File: src/rtl/arith_dec_pkg.sv
package arith_dec_pkg;

    typedef enum logic [2:0] {
        OP_ADD = 3'd0,
        OP_OR  = 3'd1,
        OP_ADC = 3'd2,
        OP_SBB = 3'd3,
        OP_AND = 3'd4,
        OP_SUB = 3'd5,
        OP_XOR = 3'd6,
        OP_CMP = 3'd7
    } alu_op_e;

    typedef enum logic [1:0] {
        SRC_REG    = 2'd0,
        SRC_IMM8   = 2'd1,
        SRC_IMM16  = 2'd2,
        SRC_IMM8SX = 2'd3
    } src_e;

    typedef enum logic [2:0] {
        FORM_NONE    = 3'd0,
        FORM_RM_DST  = 3'd1,
        FORM_REG_DST = 3'd2,
        FORM_ACC_IMM = 3'd3,
        FORM_GRP_IMM = 3'd4,
        FORM_PREFIX  = 3'd5
    } form_e;

    localparam logic [7:0] GRP_IMM8    = 8'h80;
    localparam logic [7:0] GRP_IMM16   = 8'h81;
    localparam logic [7:0] GRP_IMM8SX  = 8'h83;
    localparam logic [7:0] PFX_SEG_A   = 8'h26;
    localparam logic [7:0] PFX_SEG_B   = 8'h2E;

endpackage

File: src/rtl/arith_row_dec.sv
module arith_row_dec
    import arith_dec_pkg::*;
(
    input  logic [7:0] opcode,
    output logic       hit,
    output form_e      form,
    output alu_op_e    op,
    output logic       wide,
    output src_e       src
);
    logic [2:0] low;

    always_comb begin
        low  = opcode[2:0];
        hit  = (opcode[7:6] == 2'b00) && (low < 3'd6);
        op   = alu_op_e'(opcode[5:3]);
        wide = opcode[0];
        src  = SRC_REG;
        form = FORM_NONE;
        if (hit) begin
            unique case (low[2:1])
                2'b00:   form = FORM_RM_DST;
                2'b01:   form = FORM_REG_DST;
                default: begin
                    form = FORM_ACC_IMM;
                    src  = low[0] ? SRC_IMM16 : SRC_IMM8;
                end
            endcase
        end
    end
endmodule

File: src/rtl/arith_grp_dec.sv
module arith_grp_dec
    import arith_dec_pkg::*;
(
    input  logic [7:0] opcode,
    input  logic [7:0] modrm,
    output logic       hit,
    output alu_op_e    op,
    output logic       wide,
    output src_e       src
);
    always_comb begin
        hit  = 1'b0;
        src  = SRC_REG;
        op   = alu_op_e'(modrm[5:3]);
        wide = opcode[0];
        unique case (opcode)
            GRP_IMM8:   begin hit = 1'b1; src = SRC_IMM8;   end
            GRP_IMM16:  begin hit = 1'b1; src = SRC_IMM16;  end
            GRP_IMM8SX: begin hit = 1'b1; src = SRC_IMM8SX; end
            default:    begin hit = 1'b0; src = SRC_REG;    end
        endcase
    end
endmodule

File: src/rtl/arith_cyc_calc.sv
module arith_cyc_calc
    import arith_dec_pkg::*;
#(
    parameter int CYC_W          = 5,
    parameter int CYC_REG        = 3,
    parameter int CYC_MEM_RMDST  = 24,
    parameter int CYC_MEM_REGDST = 13,
    parameter int CYC_ACC        = 4,
    parameter int CYC_GRP_REG    = 4,
    parameter int CYC_GRP_MEM    = 23,
    parameter int CYC_PREFIX     = 2
) (
    input  form_e            form,
    input  logic             modrm_vld,
    input  logic [1:0]       mod_field,
    output logic [CYC_W-1:0] cyc,
    output logic             cyc_vld,
    output logic             plus_ea
);
    localparam logic [1:0] MOD_REG = 2'b11;

    logic is_mem;

    always_comb begin
        is_mem  = (mod_field != MOD_REG);
        cyc     = '0;
        cyc_vld = 1'b0;
        plus_ea = 1'b0;
        unique case (form)
            FORM_RM_DST, FORM_REG_DST, FORM_GRP_IMM: begin
                cyc_vld = modrm_vld;
                if (modrm_vld) begin
                    plus_ea = is_mem;
                    if (form == FORM_GRP_IMM)
                        cyc = is_mem ? CYC_W'(CYC_GRP_MEM) : CYC_W'(CYC_GRP_REG);
                    else if (!is_mem)
                        cyc = CYC_W'(CYC_REG);
                    else if (form == FORM_RM_DST)
                        cyc = CYC_W'(CYC_MEM_RMDST);
                    else
                        cyc = CYC_W'(CYC_MEM_REGDST);
                end
            end
            FORM_ACC_IMM: begin
                cyc_vld = 1'b1;
                cyc     = CYC_W'(CYC_ACC);
            end
            FORM_PREFIX: begin
                cyc_vld = 1'b1;
                cyc     = CYC_W'(CYC_PREFIX);
            end
            default: begin
                cyc_vld = 1'b0;
            end
        endcase
    end
endmodule

File: src/rtl/arith_opdec.sv
module arith_opdec
    import arith_dec_pkg::*;
#(
    parameter int CYC_W = 5
) (
    input  logic             clk,
    input  logic             rst_n,
    input  logic             in_vld,
    input  logic [7:0]       opcode,
    input  logic             modrm_vld,
    input  logic [7:0]       modrm,
    output logic             out_vld,
    output logic [2:0]       alu_op,
    output logic             alu_op_vld,
    output logic             wide,
    output logic             rm_dst,
    output logic [1:0]       src_sel,
    output logic             acc_implicit,
    output logic             needs_modrm,
    output logic             not_arith,
    output logic             seg_prefix,
    output logic             cyc_vld,
    output logic [CYC_W-1:0] base_cyc,
    output logic             plus_ea
);
    typedef struct packed {
        logic             vld;
        alu_op_e          op;
        logic             op_vld;
        logic             wide;
        logic             rm_dst;
        src_e             src;
        logic             acc;
        logic             needs;
        logic             na;
        logic             pfx;
        logic             cvld;
        logic [CYC_W-1:0] cyc;
        logic             ea;
    } dec_t;

    logic    row_hit, grp_hit, row_wide, grp_wide;
    form_e   row_form, form;
    alu_op_e row_op, grp_op;
    src_e    row_src, grp_src;
    logic [CYC_W-1:0] calc_cyc;
    logic    calc_cvld, calc_ea;
    dec_t    dec_d, dec_q;

    arith_row_dec u_row (
        .opcode (opcode),
        .hit    (row_hit),
        .form   (row_form),
        .op     (row_op),
        .wide   (row_wide),
        .src    (row_src)
    );

    arith_grp_dec u_grp (
        .opcode (opcode),
        .modrm  (modrm),
        .hit    (grp_hit),
        .op     (grp_op),
        .wide   (grp_wide),
        .src    (grp_src)
    );

    always_comb begin
        if (row_hit)
            form = row_form;
        else if (grp_hit)
            form = FORM_GRP_IMM;
        else if (opcode == PFX_SEG_A || opcode == PFX_SEG_B)
            form = FORM_PREFIX;
        else
            form = FORM_NONE;
    end

    arith_cyc_calc #(.CYC_W(CYC_W)) u_cyc (
        .form      (form),
        .modrm_vld (modrm_vld),
        .mod_field (modrm[7:6]),
        .cyc       (calc_cyc),
        .cyc_vld   (calc_cvld),
        .plus_ea   (calc_ea)
    );

    always_comb begin
        dec_d = '0;
        if (in_vld) begin
            dec_d.vld  = 1'b1;
            dec_d.cvld = calc_cvld;
            dec_d.cyc  = calc_cyc;
            dec_d.ea   = calc_ea;
            unique case (form)
                FORM_RM_DST, FORM_REG_DST, FORM_ACC_IMM: begin
                    dec_d.op     = row_op;
                    dec_d.op_vld = 1'b1;
                    dec_d.wide   = row_wide;
                    dec_d.src    = row_src;
                    dec_d.rm_dst = (form == FORM_RM_DST);
                    dec_d.acc    = (form == FORM_ACC_IMM);
                    dec_d.needs  = (form != FORM_ACC_IMM);
                end
                FORM_GRP_IMM: begin
                    dec_d.op_vld = modrm_vld;
                    dec_d.op     = modrm_vld ? grp_op : OP_ADD;
                    dec_d.wide   = grp_wide;
                    dec_d.src    = grp_src;
                    dec_d.rm_dst = 1'b1;
                    dec_d.needs  = 1'b1;
                end
                FORM_PREFIX: begin
                    dec_d.na  = 1'b1;
                    dec_d.pfx = 1'b1;
                end
                default: begin
                    dec_d.na = 1'b1;
                end
            endcase
        end
    end

    always_ff @(posedge clk or negedge rst_n) begin
        if (!rst_n)
            dec_q <= '0;
        else
            dec_q <= dec_d;
    end

    assign out_vld      = dec_q.vld;
    assign alu_op       = dec_q.op;
    assign alu_op_vld   = dec_q.op_vld;
    assign wide         = dec_q.wide;
    assign rm_dst       = dec_q.rm_dst;
    assign src_sel      = dec_q.src;
    assign acc_implicit = dec_q.acc;
    assign needs_modrm  = dec_q.needs;
    assign not_arith    = dec_q.na;
    assign seg_prefix   = dec_q.pfx;
    assign cyc_vld      = dec_q.cvld;
    assign base_cyc     = dec_q.cyc;
    assign plus_ea      = dec_q.ea;
endmodule

File: config.mk
export PLATFORM = sky130hd
export DESIGN_NAME = arith_opdec
export DESIGN_NICKNAME = d
export VERILOG_FILES = /design/src/rtl/arith_dec_pkg.sv /design/src/rtl/arith_row_dec.sv /design/src/rtl/arith_grp_dec.sv /design/src/rtl/arith_cyc_calc.sv /design/src/rtl/arith_opdec.sv
export SDC_FILE = /design/constraint.sdc
export NUM_CORES = 1
export LEC_CHECK = 0
export ABC_AREA = 1
export CORE_MARGIN = 2
export CORE_UTILIZATION = 45
export CTS_BUF_LIST = sky130_fd_sc_hd__clkbuf_8
export DETAILED_ROUTE_END_ITERATION = 8
export DONT_BUFFER_PORTS = 1
export SYNTH_ARGS = -nofsm -noshare
export SYNTH_HDL_FRONTEND = slang
export SYNTH_HIERARCHICAL = 1
export SYNTH_SLANG_ARGS = --single-unit
export TNS_END_PERCENT = 20
File: constraint.sdc
create_clock -name clk -period 0.8 [get_ports clk]
set_input_delay 0.16 -clock clk [delete_from_list [all_inputs] [get_ports clk]]
set_output_delay 0.16 -clock clk [all_outputs]
set_load 0.1 [all_outputs]
# Word level (Yosys, flattened, before mapping)
# Index checks and enable logic that the tools add are counted.
# word_totals
reg_bits	20
latchBits	0
mem_bits_rw	0
romBits	0
inputBits	20
out_inout_bits	20
word_cells	62
n_memories	0
# op_classes
add_sub_neg	0
multipliers	0
div_mod_pow	0
magnitude_cmp	1
n_eq_ne	13
shift	0
muxes	25
bitwise_logic	0
reduce_logical	10
# op_table
op	count
5-bit 2-to-1 mux	5
8-bit equality test, second input constant	3
20-bit 2-to-1 mux	1
8-bit by 6-bit equality test with 1-bit output, second input constant	2
8-bit one-hot mux with 2 select lines	1
5-bit one-hot mux with 3 select lines	1
3-bit 2-to-1 mux	4
3-bit OR reduction	3
3-bit by 2-bit equality test with 1-bit output, second input constant	2
3-bit equality test, second input constant	2
1-bit 2-to-1 mux	6
2-bit 2-to-1 mux	3
2-bit one-hot mux with 3 select lines	1
2-bit logical NOT	2
1-bit one-hot mux with 2 select lines	2
2-bit one-hot mux with 2 select lines	1
2-bit OR reduction	2
4-bit OR reduction	1
3-bit by 1-bit equality test with 1-bit output, second input constant	1
3-bit < comparator, second input constant	1
3-bit by 2-bit != test with 1-bit output, second input constant	1
2-bit by 1-bit equality test with 1-bit output, second input constant	1
2-bit != test, second input constant	1
1-bit logical AND	1
1-bit logical OR	1

# Longest topological paths before layout
# Gate-level depths: netlist (run 1).
# depth
word_depth	12
ltp_mapped	17
depth_no_buf	16

# Modules after synthesis
# The synthesis (run 1) kept the hierarchy.
# by_module_without_submodules
module	n_inst	cells_per_inst	area_each_um2	seq_area_each_um2
arith_opdec	1	98	883.3	500.5
arith_cyc_calc	1	29	163.9	0.0
arith_grp_dec	1	18	96.3	0.0
arith_row_dec	1	18	92.6	0.0

# Worst setup path before layout (run 1)
# OpenSTA, ideal clock, no wires.
# synth_timing
path_kind	input port to flip-flop
start	input port opcode[3]
end	register dec_q, in the netlist base_cyc[1]
setup_time_ns	0.113
t_arrival_ns	1.508
required_ns	0.687
slack_ns	-0.821
stages	13
path_buffers	0
path_cell_list	nor2_2 -> nand3_2 -> nor2_1 -> nor2_2 -> nand3_2 -> nand2_1 -> nor2_2 -> nand2_4 -> ha_1 -> nand3_1 -> nand2_1 -> nand2_1 -> inv_1
# synth_rtl
item	line_no	text
start, declared	arith_opdec.sv:9	input logic [7:0] opcode,
end signal, assigned	arith_opdec.sv:126	dec_q <= '0;
end signal, assigned	arith_opdec.sv:128	dec_q <= dec_d;
end, declared	arith_opdec.sv:48	dec_t dec_d, dec_q;

==> impl_metrics.ini, run 1 <==
[timing]
period_share_pct = 149
fmax_mhz = 837
period_needed_ns = 1.19
timing.final.ws_setup_ns = -0.395
final_max_slew_viol_count = 0
hold_violations = 20
final-setup-viol-count = 38
rsz0062_at_grt = true
holdWs_ns = -0.00700
tightest_slew_ns = 0.827
slew_headroom_pct = 44.8

[final_layout]
n_antenna_cell = 0
post-route-util_pct = 74.0
drive_gt1_share_pct = 51.0
final-seq-area_sq_um = 500
mostFrequentLayoutCells = 32 x nand2_1, 20 x dfrtp_1, 20 x buf_12, 20 x buf_4, 19 x inv_1
multiInputGateArea_sq_um = 691
fillers = 199
finalNetCount = 220
areaGrowthSynthToFinish_pct = 60.7
layout_commonest_cell = nand2_1
finalInstanceArea_sq_um = 1990
largest_register_ffs = 5

[floorplan]
fp.dieW_microns = 56.4
initial_core_util_pct = 46.0
core-area_sq_um = 2690
io_pins = 40
rows = 19
die_area_sq_um = 3180
dieHeight_microns = 56.4

[logic_synthesis]
synth_cell_types = 22
synth_seq_area_share_pct = 40.5
syn_area_per_cell_sq_um = 7.58
async_flop_share_pct = 100
synth-seq-cells = 20
synth_top_flop_cell = dfrtp_1
syn-num-nets = 184
syn_area_sq_um = 1240
synth_edf_count = 0
syn_inst = 163
yosys_warnings = 6

[clock_tree]
cts_htree_levels = 1
tritoncts = yes
numCtsBuffers = 3
path_clk_slew_ns = 0.07
clockBufferDepth = 2
clock-sinks = 20
root_buffer = clkbuf_8

[grt]
grt_pass1_vias = 1092
gr-total-overflow = 0
grt_util_met2_pct = 32.6
grt_pass1_wl_mm = 4.46
gr-usage-met1_pct = 20.7
gr-usage-all-layers_pct = 17.8
grt_max_degree = 21
met3_usage_pct = 2.30
top_usage_layer = met2
antenna_found_initial = 0

[pwr]
total_power_mw = 2.52
switching_share_pct = 30.8
comb_power_share_pct = 28.5
p_leak_nw = 1.01
cellPowerDensity_nw_per_um2 = 1270
pwr-share-seq_pct = 42.2
ir_drop_mv = 1.08
p_clk_share_pct = 29.2
p_int_mw = 1.75
p_sw_uw = 776

[placement]
portBuffers = 0
placed_cell_area_sq_um = 1740
dpl.hpwl_mm = 1.95
gp_congestion = 0.781
place_ws_ns = -0.682

[route]
drt_first_pass_iters = 4
vias = 1074
drtIter0Drc = 25
ant_nets = 0
drc_errors = 0
avgViaCountPerCell = 4.69
wl_mm = 2.63
routedWlPerCell_microns = 11.5

[outcome]
status = complete, but fails checks
violations = hold timing, setup timing

[setup_path]
endpoint_kind = flop
critical_path.cell_chain = nor2_4, nand3_2, nor2_2, nor2_2, nand3_2, nand2_4, nor2_4, nand2_4, ha_4, nand3_2, nand2_1, nand2_1, inv_1
critical_path.most_common_cell = nand3_2
cpLargestDelayFamily = simple AND/OR/NAND/NOR gates
arrival_ns = 1.35
crit_fanout = 4
slowest_delay_ns = 0.24
worstPathRequired_ns = 0.95
cp_num_buf_inv = 1
crit_type = input port to flop
startpoint_type = input port
cp_slowest_cell = ha_4

[flow_run]
maxCapViolCount = 0

[worst_hold_path]
worst_hold_path_type = input port to async pin
## metrics by stage
step / cells / TNS, ns
floorplan: 163 / -13.00
global placement: 216 / -9.42
detailed placement: 216 / -10.26
CTS: 228 / -13.14
global route: 229 / -10.99
finish: 229 / -8.58
## routing by layer
layer	vias up	routed length, microns
li1	556	-
met3	6	118
met5	-	0
met1	477	1080
met4	0	39
met2	35	1390
## worst max path at each step
stage,start,endpoint,depth (start not counted)
2_1_floorplan,opcode[7],base_cyc[1],15
3_3_place_gp,opcode[7],base_cyc[1],14
3_5_place_dp,opcode[7],base_cyc[1],14
4_1_cts,opcode[3],base_cyc[1],13
5_1_grt,opcode[5],base_cyc[1],13
6_report,opcode[5],base_cyc[1],13
## area by class of cell
class,count,area share (%)
clock buffers,4,2.77
inverters,28,5.92
multi-input cells,103,34.8
flip-flops and latches,20,25.2
well taps,31,1.95
repair buffers,43,29.4
## synthesized netlist by cell type, types with 3 or more instances
master | number | area (sq um)
a21oi_1 | 10 | 50.1
buf_4 | 9 | 67.6
dfrtp_1 | 20 | 500
inv_1 | 26 | 97.6
nand2_1 | 39 | 146
nand2_2 | 4 | 25.0
nand3_1 | 17 | 85.1
nand3_2 | 3 | 30.0
nor2_1 | 11 | 41.3
nor2_2 | 8 | 50.1
## power groups by stage
stage               registers [mW]  logic (mW)  clock network (mW)
floorplan                     1.29       0.256                   0
global placement              1.08       0.620                   0
detailed placement            1.09       0.629                   0
CTS                           1.07       0.693               0.748
global route                  1.07       0.764               0.801
finish                        1.07       0.720               0.738
## cell families (layout without fill, tap and decap cells)
group,after synthesis,count (layout),share of synthesized area (%)
AND/OR/NAND/NOR,90,90,38.2
buffers and inverters,40,75,15.6
flip-flops,20,20,40.5
AO/OA/AOI/OAI,11,11,4.45
adder cells (fa/ha/maj),1,1,1.01
other,1,1,0.303
## repair_timing
action / 4_1_cts / 5_1_grt
hold buffers: 2 / 0
gates resized for setup: 19 / 17
setup buffers: 6 / 1
endpoints found under the hold margin: 21 / 0
pin swaps: 19 / 12
endpoints found under the setup margin: 39 / 59
Power figures use the tool's default switching activity.
==> run 2, diff against run 1 <==
--- a/config.mk
+++ b/config.mk
@@ -11,6 +11,7 @@
 export CTS_BUF_LIST = sky130_fd_sc_hd__clkbuf_8
 export DETAILED_ROUTE_END_ITERATION = 8
 export DONT_BUFFER_PORTS = 1
+export REMOVE_ABC_BUFFERS = 1
 export SYNTH_ARGS = -nofsm -noshare
 export SYNTH_HDL_FRONTEND = slang
 export SYNTH_HIERARCHICAL = 1
==> run 2 against run 1 <==
Compared with the run above:
- the run ends with setup timing left
- non-clock buffer count rose by 4
- hold slack better by 0.015 ns
- routed wire length rose by 6.0%
- final cell count is 2.2% higher
==> impl_metrics.ini, run 2 (synthesized netlist as in run 1, its figures left out) <==
[outcome]
status = complete, but fails checks
violations = setup timing

[floorplan]
rows = 19
die_area_sq_um = 3180
core-area_sq_um = 2690
fp.dieW_microns = 56.4
io_pins = 40
initial_core_util_pct = 46.0
dieHeight_microns = 56.4

[flow_run]
maxCapViolCount = 0

[grt]
antenna_found_initial = 0
grt_pass1_vias = 1096
gr-total-overflow = 0
met3_usage_pct = 1.84
grt_pass1_wl_mm = 4.44
grt_max_degree = 21
grt_util_met2_pct = 33.6
gr-usage-met1_pct = 19.3
gr-usage-all-layers_pct = 17.8
top_usage_layer = met2

[clock_tree]
tritoncts = yes
clock-sinks = 20
cts_htree_levels = 1
numCtsBuffers = 3
path_clk_slew_ns = 0.07
clockBufferDepth = 2
root_buffer = clkbuf_8

[route]
wl_mm = 2.79
routedWlPerCell_microns = 11.9
avgViaCountPerCell = 4.89
drtIter0Drc = 34
ant_nets = 0
vias = 1144
drt_first_pass_iters = 4
drc_errors = 0

[final_layout]
mostFrequentLayoutCells = 29 x nand2_1, 20 x inv_1, 20 x dfrtp_1, 20 x buf_12, 19 x buf_4
finalNetCount = 225
fillers = 165
largest_register_ffs = 5
n_antenna_cell = 0
layout_commonest_cell = nand2_1
areaGrowthSynthToFinish_pct = 68.8
drive_gt1_share_pct = 52.7
finalInstanceArea_sq_um = 2090

[pwr]
ir_drop_mv = 1.07
total_power_mw = 2.56
p_leak_nw = 1.06
cellPowerDensity_nw_per_um2 = 1230

[timing]
rsz0062_at_grt = true
period_needed_ns = 1.16
fmax_mhz = 861
fin_setup_tns_ns = -8.44
tightest_slew_ns = 0.829
final-setup-viol-count = 38
slew_headroom_pct = 44.8
holdWs_ns = 0.00775
timing.final.ws_setup_ns = -0.361
period_share_pct = 145
final_max_slew_viol_count = 0
hold_violations = 0

[placement]
gp_congestion = 0.772
portBuffers = 0
dpl.hpwl_mm = 1.92
place_ws_ns = -0.738
placed_cell_area_sq_um = 1720

[worst_hold_path]
worst_hold_path_type = input port to flop
min_path_cells = 2

[setup_path]
startpoint_type = input port
crit_type = input port to flop
endpoint_kind = flop
arrival_ns = 1.31
worstPathRequired_ns = 0.95
crit_fanout = 5
==> run 2: critical path, cell delays in order <==
cell,delay [ns]
nor2_4,0.09
nand2_2,0.08
buf_6,0.13
nor2_4,0.08
nand2_2,0.07
inv_2,0.09
nor2_4,0.05
nand2_4,0.08
buf_6,0.11
nand3_4,0.10
nand2_4,0.09
nand3_2,0.05
nand2_1,0.07
inv_1,0.04
==> run 2: final timing paths <==
check	from	endpoint	slack [ns]
min in group asynchronous	rst_n	alu_op[1]	0.07
max in group asynchronous	rst_n	base_cyc[2]	0.21
hold / removal	in_vld	base_cyc[3]	0.008
setup / recovery	opcode[7]	cyc_vld	-0.36
==> run 2: power breakdown <==
group	switching, mW	internal [mW]
clock network	0.296	0.437
registers	0.0240	1.04
logic	0.469	0.293
total	0.789	1.77
==> run 2: layer usage <==
layer | routed length [microns] | vias up
met5 | 0 | -
met4 | 43 | 0
met3 | 130 | 4
met2 | 1540 | 35
met1 | 1080 | 530
li1 | - | 575
==> run 2: cell type report <==
class	count	area (sq um)	share of cell area, %
timing repair buffer	47	633	30.3
inverter	28	128	6.12
sequential	20	500	24.0
clock buffer	4	55.1	2.64
tap	31	38.8	1.86
multi-input combinational	104	732	35.1
==> run 2: per-stage QoR <==
| step | utilization, % | instances |
|---|---|---|
| 5_1_grt | 77.7 | 234 |
| 6_report | 77.7 | 234 |
| 4_1_cts | 71.8 | 230 |
| 3_5_place_dp | 63.9 | 219 |
| 2_1_floorplan | - | 151 |
| 3_3_place_gp | 63.9 | 219 |
==> run 2: what timing repair did <==
action                                  in CTS  in global routing
endpoints found under the setup margin      39                 59
endpoints found under the hold margin       21                  0
buffers inserted                             4                  5
hold buffers                                 2                  0
resized for setup                           28                 39
cloned                                       1                  0
pin swaps                                   17                 16
==> run 3, diff against run 2 <==
==> constraint.sdc (replaced) <==
create_clock -name clk -period 1.1 [get_ports clk]
set_input_delay 0.22 -clock clk [delete_from_list [all_inputs] [get_ports clk]]
set_output_delay 0.22 -clock clk [all_outputs]
set_load 0.1 [all_outputs]
==> run 3 against run 2 <==
Compared with the run above:
- critical path depth grew 1
- sequential power decreased by 27%
- power is 32% lower
- sequential cell count stayed put
- clock-buffer cell count fell by 1
- global-route usage barely moved
- the run still ends with setup timing left
- utilization shrank 2.5 points
- critical path type unchanged
- hold slack better by 0.067 ns
- combinational power fell by 29%
- critical endpoint is now base_cyc[0]
==> impl_metrics.ini, run 3 (synthesized netlist as in run 1, its figures left out) <==
[final_layout]
mostFrequentLayoutCells = 33 x nand2_1, 21 x buf_12, 20 x dfrtp_1
finalNetCount = 221
n_antenna_cell = 0
drive_gt1_share_pct = 49.0
largest_register_ffs = 5
areaGrowthSynthToFinish_pct = 63.5
stdcell_count = 229
layout_commonest_cell = nand2_1

[clock_tree]
root_buffer = clkbuf_8
cts_htree_levels = 1
clockBufferDepth = 2
clock-sinks = 20
path_clk_slew_ns = 0.06
numCtsBuffers = 3
tritoncts = yes

[placement]
dpl.hpwl_mm = 1.95
portBuffers = 0
gp_congestion = 0.773
place_ws_ns = -0.499
post-place-cells = 218

[grt]
grt_pass1_vias = 1076
grt_pass1_wl_mm = 4.46
antenna_found_initial = 0
gr-total-overflow = 0
gr-usage-all-layers_pct = 17.8
grt_max_degree = 21

[timing]
tightest_slew_ns = 0.805
rsz0062_at_grt = true
final_max_slew_viol_count = 0
final-setup-viol-count = 17
timing.final.ws_setup_ns = -0.178
period_needed_ns = 1.28
slew_headroom_pct = 46.4
hold_violations = 0
period_share_pct = 116
fmax_mhz = 782

[route]
drt_first_pass_iters = 4
wl_mm = 2.82
avgViaCountPerCell = 4.95
drtIter0Drc = 24
drc_errors = 0
vias = 1133
routedWlPerCell_microns = 12.3
ant_nets = 0

[pwr]
p_leak_nw = 1.01
cellPowerDensity_nw_per_um2 = 865
ir_drop_mv = 0.635

[setup_path]
arrival_ns = 1.47
startpoint_type = input port
crit_type = input port to flop
endpoint_kind = flop
worstPathRequired_ns = 1.29
crit_fanout = 5

[worst_hold_path]
min_from = in_vld
worst_hold_path_type = input port to flop
min_to = base_cyc[1]
min_path_cells = 2

[floorplan]
initial_core_util_pct = 46.0
fp.dieW_microns = 56.4
die_area_sq_um = 3180
core-area_sq_um = 2690
dieHeight_microns = 56.4
io_pins = 40
rows = 19

[flow_run]
maxCapViolCount = 0

[outcome]
violations = setup timing
status = complete, but fails checks
[run 3: cell types whose count changed in the layout (fill, tap and decap cells not counted), sizes merged]
cell	delta
buf	-3
clkbuf	-1
nand3	-1
[run 3: how the worst max path moves through the flow]
| stage | start | endpoint | slack (ns) | cells past startpoint |
|---|---|---|---|---|
| floorplan | opcode[3] | base_cyc[1] | -0.58 | 13 |
| global placement | opcode[3] | base_cyc[1] | -0.43 | 13 |
| detailed placement | opcode[4] | base_cyc[1] | -0.50 | 13 |
| CTS | opcode[7] | base_cyc[0] | -0.12 | 15 |
| global route | opcode[7] | base_cyc[0] | -0.23 | 15 |
| finish | opcode[7] | base_cyc[0] | -0.18 | 15 |
[run 3: final cells by class]
class                      instances  area [sq um]
fill                             180           666
tap                               31          38.8
timing repair buffer              44           616
inverter                          28           123
multi-input combinational        103           702
sequential                        20           500
clock buffer                       3          41.3
[run 3: routing by layer]
layer  part of all wire (%)  vias up  track usage (%)
met2                     55       50             33.1
met3                    5.8        4             1.61
met4                    1.0        0             6.12
met5                      0        -                0
met1                     38      518             21.4
li1                       -      561                -
[run 3: repair_timing]
item / 4_1_cts / 5_1_grt
gates resized for setup: 29 / 28
endpoints found under the hold margin: 21 / 0
pin swaps: 15 / 23
endpoints found under the setup margin: 12 / 38
hold buffers: 2 / 0
buffers inserted: 4 / 3
cloned: 0 / 0
[run 3: stage by stage]
step	area, sq um	setup TNS (ns)	utilization [%]	hold WS, ns	power, mW
after floorplan	1150	-3.63	-	-0.0756	1.07
after global placement	1710	-5.19	63.6	-0.0750	1.23
after detailed placement	1710	-5.87	63.6	-0.0749	1.24
after CTS	1900	-1.04	70.7	0.0715	1.72
after global routing	2020	-2.47	75.2	0.0743	1.83
final	2020	-1.42	75.2	0.0746	1.75
[run 3: power breakdown]
group	total [mW]	switching [mW]	leakage [nW]	internal, mW
Combinational	0.540	0.336	0.720	0.204
Sequential	0.775	0.0176	0.273	0.758
Clock	0.431	0.189	0.0216	0.242
Total	1.75	0.543	1.01	1.20
[run 3: critical path, stage by stage]
cell and delay, ns:
inv_8 0.01, nor2_4 0.09, nand3_2 0.10, nor2_4 0.11, nor2_4 0.06, nand3_4 0.07
nand2_4 0.07, nor2_4 0.13, nand2_4 0.07, buf_6 0.13, nand3_4 0.12, nand2_4 0.08
nor2_2 0.10, nand2_1 0.05, inv_1 0.04
